`src/rtl/nc_pkg.sv`:
```
package nc_pkg;
    localparam int unsigned NC_SLOTS = 4;

    typedef enum logic [1:0] {
        SLOT0 = 2'd0,
        SLOT1 = 2'd1,
        SLOT2 = 2'd2,
        SLOT3 = 2'd3
    } slot_t;
endpackage

```
`src/rtl/nc_slot_fsm.sv`:
```
module nc_slot_fsm
    import nc_pkg::*;
(
    input  logic  clk,
    input  logic  rst,
    input  logic  osr2,
    output slot_t slot,
    output logic  step,
    output logic  last_step,
    output logic  word_strobe,
    output logic  nib_clk
);
    slot_t state_q, state_d;
    logic  half_q, half_d;

    // state register
    always_ff @(posedge clk) begin
        if (rst) begin
            state_q <= SLOT0;
            half_q  <= 1'b0;
        end else begin
            state_q <= state_d;
            half_q  <= half_d;
        end
    end

    // next state: advance once per slot
    always_comb begin
        step    = !osr2 || half_q;
        half_d  = osr2 && !half_q;
        state_d = state_q;
        if (step) begin
            unique case (state_q)
                SLOT0: state_d = SLOT1;
                SLOT1: state_d = SLOT2;
                SLOT2: state_d = SLOT3;
                SLOT3: state_d = SLOT0;
                default: state_d = SLOT0;
            endcase
        end
    end

    // outputs
    always_comb begin
        slot        = state_q;
        word_strobe = (state_q == SLOT0);
        nib_clk     = osr2 && !half_q;
        last_step   = step && (state_q == SLOT3);
    end
endmodule

```
`src/rtl/nc_tx_path.sv`:
```
module nc_tx_path
    import nc_pkg::*;
#(
    parameter int unsigned LINES    = 4,
    parameter int unsigned DAC_BITS = 12
) (
    input  logic                         clk,
    input  logic                         rst,
    input  logic                         load,
    input  slot_t                        slot,
    input  logic [LINES*NC_SLOTS-1:0]    sample,
    output logic [LINES-1:0]             lines
);
    localparam int unsigned W    = LINES * NC_SLOTS;
    localparam int unsigned DROP = W - 1 - DAC_BITS;
    localparam logic signed [W-1:0] MAXV = {2'b00, {(W-2){1'b1}}};
    localparam logic signed [W-1:0] MINV = {2'b11, {(W-2){1'b0}}};

    logic signed [W-1:0] s_in;
    logic        [W-1:0] sat;
    logic        [W-1:0] fmt;
    logic        [W-1:0] word_q;

    always_comb begin
        s_in = sample;
        if (s_in > MAXV)      sat = MAXV;
        else if (s_in < MINV) sat = MINV;
        else                  sat = s_in;
        fmt = sat;
        fmt[DROP-1:0] = '0;
    end

    always_ff @(posedge clk) begin
        if (rst)       word_q <= '0;
        else if (load) word_q <= fmt;
    end

    for (genvar k = 0; k < LINES; k++) begin : g_line
        logic [NC_SLOTS-1:0] nib;
        assign nib      = word_q[k*NC_SLOTS +: NC_SLOTS];
        assign lines[k] = nib[slot];
    end
endmodule

```
`src/rtl/nc_rx_path.sv`:
```
module nc_rx_path
    import nc_pkg::*;
#(
    parameter int unsigned LINES    = 4,
    parameter int unsigned ADC_BITS = 13
) (
    input  logic                      clk,
    input  logic                      rst,
    input  logic                      step,
    input  logic                      last_step,
    input  slot_t                     slot,
    input  logic [LINES-1:0]          lines,
    output logic [LINES*NC_SLOTS-1:0] word,
    output logic                      valid
);
    localparam int unsigned W   = LINES * NC_SLOTS;
    localparam int unsigned PAD = W - 1 - ADC_BITS;

    logic [W-1:0]        acc_q;
    logic [W-1:0]        full;
    logic [ADC_BITS-1:0] code;
    logic [W-1:0]        fmt;

    always_comb begin
        full = acc_q;
        for (int k = 0; k < LINES; k++) begin
            full[k*NC_SLOTS + int'(slot)] = lines[k];
        end
        code = full[ADC_BITS-1:0];
        fmt  = '0;
        fmt[W-1]     = code[ADC_BITS-1];
        fmt[W-2:PAD] = code;
    end

    always_ff @(posedge clk) begin
        if (rst) begin
            acc_q <= '0;
            word  <= '0;
            valid <= 1'b0;
        end else begin
            valid <= last_step;
            if (step)      acc_q <= full;
            if (last_step) word  <= fmt;
        end
    end
endmodule

```
`src/rtl/nibble_conv_link.sv`:
```
module nibble_conv_link
    import nc_pkg::*;
#(
    parameter int unsigned LINES    = 4,
    parameter int unsigned DAC_BITS = 12,
    parameter int unsigned ADC_BITS = 13
) (
    input  logic                      clk,
    input  logic                      rst,
    input  logic                      osr2,
    input  logic [LINES*NC_SLOTS-1:0] tx_sample,
    input  logic [LINES-1:0]          rx_lines,
    output logic [LINES-1:0]          tx_lines,
    output logic                      word_strobe,
    output logic                      nib_clk,
    output logic [LINES*NC_SLOTS-1:0] rx_word,
    output logic                      rx_valid
);
    slot_t slot;
    logic  step;
    logic  last_step;

    nc_slot_fsm u_fsm (
        .clk         (clk),
        .rst         (rst),
        .osr2        (osr2),
        .slot        (slot),
        .step        (step),
        .last_step   (last_step),
        .word_strobe (word_strobe),
        .nib_clk     (nib_clk)
    );

    nc_tx_path #(.LINES(LINES), .DAC_BITS(DAC_BITS)) u_tx (
        .clk    (clk),
        .rst    (rst),
        .load   (last_step),
        .slot   (slot),
        .sample (tx_sample),
        .lines  (tx_lines)
    );

    nc_rx_path #(.LINES(LINES), .ADC_BITS(ADC_BITS)) u_rx (
        .clk       (clk),
        .rst       (rst),
        .step      (step),
        .last_step (last_step),
        .slot      (slot),
        .lines     (rx_lines),
        .word      (rx_word),
        .valid     (rx_valid)
    );
endmodule

```
`config.mk`:
```
export PLATFORM = sky130hd
export DESIGN_NAME = nibble_conv_link
export DESIGN_NICKNAME = d
export VERILOG_FILES = /design/src/rtl/nc_pkg.sv /design/src/rtl/nc_slot_fsm.sv /design/src/rtl/nc_tx_path.sv /design/src/rtl/nc_rx_path.sv /design/src/rtl/nibble_conv_link.sv
export SDC_FILE = /design/constraint.sdc
export NUM_CORES = 1
export LEC_CHECK = 0
export BUFFER_PORTS_ARGS = -buffer_cell sky130_fd_sc_hd__buf_2
export CAP_MARGIN = 30
export CORE_UTILIZATION = 46
export CTS_CLUSTER_SIZE = 14
export DETAILED_ROUTE_END_ITERATION = 12
export PLACE_DENSITY = 0.76
export SETUP_SLACK_MARGIN = 0.05
export SYNTH_ARGS = -nofsm -noshare
export SYNTH_HDL_FRONTEND = slang
export SYNTH_SLANG_ARGS = --single-unit
```
`constraint.sdc`:
```
create_clock -name clk -period 1.6 [get_ports clk]
set_clock_uncertainty 0.1 [all_clocks]
set_input_delay 0.16 -clock clk [delete_from_list [all_inputs] [get_ports clk]]
set_output_delay 0.16 -clock clk [all_outputs]
set_load 0.02 [all_outputs]
```
==> impl_metrics.py <==
metrics = {
    "run_status": {
        "outcome": "complete, but fails checks",
        "violations": "negative setup slack",
    },
    "grt": {
        "antenna_found_initial": 0,
        "grt_pass1_vias": 1295,
        "grt.overflow.total": 0,
        "grt_pass1_wl_mm": 6.04,
        "grt_start_max_net_pins": 17,
        "track_usage": 0.195,
    },
    "critical_path": {
        "crit_arrival_ns": 1.40,
        "start_kind": "flop",
        "crit_type": "flop to output port",
        "end_kind": "output port",
        "crit_fanout": 4,
        "cp.required_ns": 1.34,
    },
    "power_and_ir_drop": {
        "switchingPower_mw": 0.562,
        "total_power_mw": 2.12,
        "p_clk_frac": 0.324,
        "comb_power_share": 0.179,
        "sequentialPowerShare": 0.497,
        "p_sw_frac": 0.266,
        "p_leak_nw": 0.927,
        "power-per-cell-area_nw_per_um2": 939,
        "internal_power_mw": 1.55,
        "vdd_drop_max_mv": 0.686,
    },
    "cts": {
        "clk_latency_ns": 0.29,
        "cts_buffers": 5,
        "root_buffer": "clkbuf_8",
        "clk_pin_slew_ns": 0.07,
        "hold_buffers": 0,
        "cts_buffer_depth": 2,
        "cts_tree": "yes",
        "htreeDepth": 2,
        "clock_sinks": 40,
    },
    "place": {
        "io_buffers": 40,
        "dp_slack_ns": 0.00131,
        "gp_congestion": 0.722,
        "dp.cells": 252,
        "dpl.hpwl_mm": 2.59,
    },
    "timing": {
        "setup_viol": 3,
        "fmax_ghz": 0.602,
        "rsz0062_at_grt": "true",
        "finalMaxSlewViolations": 0,
        "timing.final.hold_violations": 0,
        "fin_crit_ns": 1.66,
        "post-route-period-util": 1.04,
        "worst_slack_ns": -0.0611,
    },
    "route": {
        "route.detailed.drc": 0,
        "ant_nets": 0,
        "drt_iter0_markers": 48,
        "routed_via_density": 5.21,
        "num_vias": 1361,
        "drt-wirelength-per-cell_um": 14.3,
        "wl_mm": 3.72,
        "drt_pass1_iterations": 4,
    },
    "floorplanning": {
        "core_um2": 3690,
        "fp.dieH_um": 64.2,
        "fp.dieW_um": 64.2,
        "start_util": 0.483,
        "fp.dieArea_um2": 4130,
        "ios": 46,
        "rows": 22,
    },
    "synth": {
        "synth-main-ff-cell": "dfxtp_1",
        "yosysSeqAreaShare": 0.449,
        "yosys_warnings": 0,
        "synthCells": 169,
        "ys_ff_latch": 40,
        "synth_edf_count": 0,
        "avgSynthCellArea_um2": 10.5,
        "synth_area_um2": 1780,
        "synthArstFlopShare": 0,
        "yosysUniqueCellTypes": 31,
    },
    "layout": {
        "drive_gt1_frac": 0.423,
        "synthToLayoutAreaGrowth_pct": 26.5,
        "nNetsFinal": 239,
        "diodes": 0,
        "final.fill_count": 339,
        "final_util": 0.611,
        "fin_cells": 261,
    },
    "hold_path": {
        "hp-class": "primary input to flop",
    },
    "run": {
        "maxCapViolations": 0,
    },
}
flip-flops by register name, indices dropped and copies added, names as in the netlist:
signal	flops
u_tx.word_q	13
u_fsm.half_q	1
u_rx.word	13
u_rx.valid	1
u_rx.acc_q	10
u_fsm.slot	2
per-stage QoR:
stage / TNS [ns] / cell area (um^2) / hold WS [ns]
after floorplan: 0 / 1800 / 0.224
after global placement: 0 / 2060 / 0.327
after global routing: -0.299 / 2250 / 0.0333
final: -0.175 / 2250 / 0.0303
after CTS: -0.227 / 2190 / 0.0223
after detailed placement: 0 / 2060 / 0.334
metal layers:
layer	wire length (um)	share of wire	up-vias	track usage
met5	0	0	-	0
met4	68	0.018	0	0.0861
met3	169	0.045	5	0.0571
met2	1820	0.49	32	0.330
met1	1660	0.45	635	0.226
li1	-	-	689	-
cell families (layout without fill, tap and decap cells):
kind of cell / count (synthesis) / in the layout / synth area share
compound gates: 57 / 57 / 0.249
fa+ha+maj: 9 / 9 / 0.0562
buf+inv: 29 / 72 / 0.0913
flops: 40 / 40 / 0.449
mux: 13 / 13 / 0.0941
other cells: 1 / 2 / 0.00210
simple gates: 20 / 20 / 0.0576
final timing paths:
check	from	endpoint	slack, ns	cells past startpoint
setup reg to reg	u_fsm.slot[0]$_SDFFE_PP0N_	u_rx.word[8]$_SDFFE_PP0P_	0.03	6
hold / removal	tx_sample[12]	u_tx.word_q[12]$_SDFFE_PP0P_	0.03	3
setup / recovery	u_fsm.slot[0]$_SDFFE_PP0N_	tx_lines[3]	-0.06	3
hold reg to reg	u_rx.word[10]$_SDFFE_PP0P_	u_rx.word[10]$_SDFFE_PP0P_	0.37	1
Yosys cell counts, drive strengths merged (3+ instances only):
cell type | n | area (um^2)
a22o | 8 | 70.1
maj3 | 5 | 50.1
ha | 4 | 50.1
buf | 10 | 85.1
o2bb2ai | 16 | 203
dfxtp | 40 | 801
o21ai | 12 | 60.1
inv | 8 | 32.5
clkbuf | 10 | 40.0
a21oi | 20 | 104
mux2i | 10 | 100
nand3 | 11 | 55.1
mux4 | 3 | 67.6
timing repair:
action                                  CTS  global route
endpoints found under the setup margin   23            24
gates resized for setup                  13            13
endpoints found under the hold margin     0             0
setup buffers                             1             0
pin swaps                                 1             1
critical path, stage by stage (launching register included):
cell and delay, ns:
dfxtp_4 0.35, buf_6 0.11, mux4_2 0.50, buf_6 0.15
cell usage in the layout, fill, tap and decap left out:
cell type,count
o21ai_0,12
a22o_1,8
nand3_1,11
or3_4,1
buf_4,10
inv_1,5
mux2i_1,10
o2bb2ai_1,1
clkinv_2,1
dfxtp_1,38
ha_1,1
inv_4,1
buf_12,1
dfxtp_4,2
mux4_2,3
conb_1,2
buf_6,9
nand2_1,2
and3_1,1
nor3_1,1
nor2_1,1
nor2b_1,1
ha_4,2
a21oi_2,1
ha_2,1
inv_2,2
buf_2,35
a21oi_1,19
maj3_1,5
clkbuf_8,6
clkbuf_1,2
o2bb2ai_2,15
nand2b_1,2
a211oi_1,1
power by group through the flow:
| stage | Clock, mW | Combinational (mW) | Sequential, mW |
|---|---|---|---|
| after global placement | 0 | 0.332 | 1.08 |
| after floorplan | 0 | 0.224 | 1.08 |
| final | 0.685 | 0.378 | 1.05 |
| after CTS | 0.703 | 0.365 | 1.05 |
| after global routing | 0.736 | 0.411 | 1.06 |
| after detailed placement | 0 | 0.338 | 1.08 |
area by class of cell:
type                            instances  area, um^2  area share
Clock buffer                            8        90.1      0.0400
Inverter                                9        37.5      0.0167
Multi-Input combinational cell        101         886       0.393
Sequential cell                        40         808       0.359
Tap cell                               48        60.1      0.0267
Timing Repair Buffer                   55         372       0.165
No activity file was read; power rests on OpenSTA's default activity.
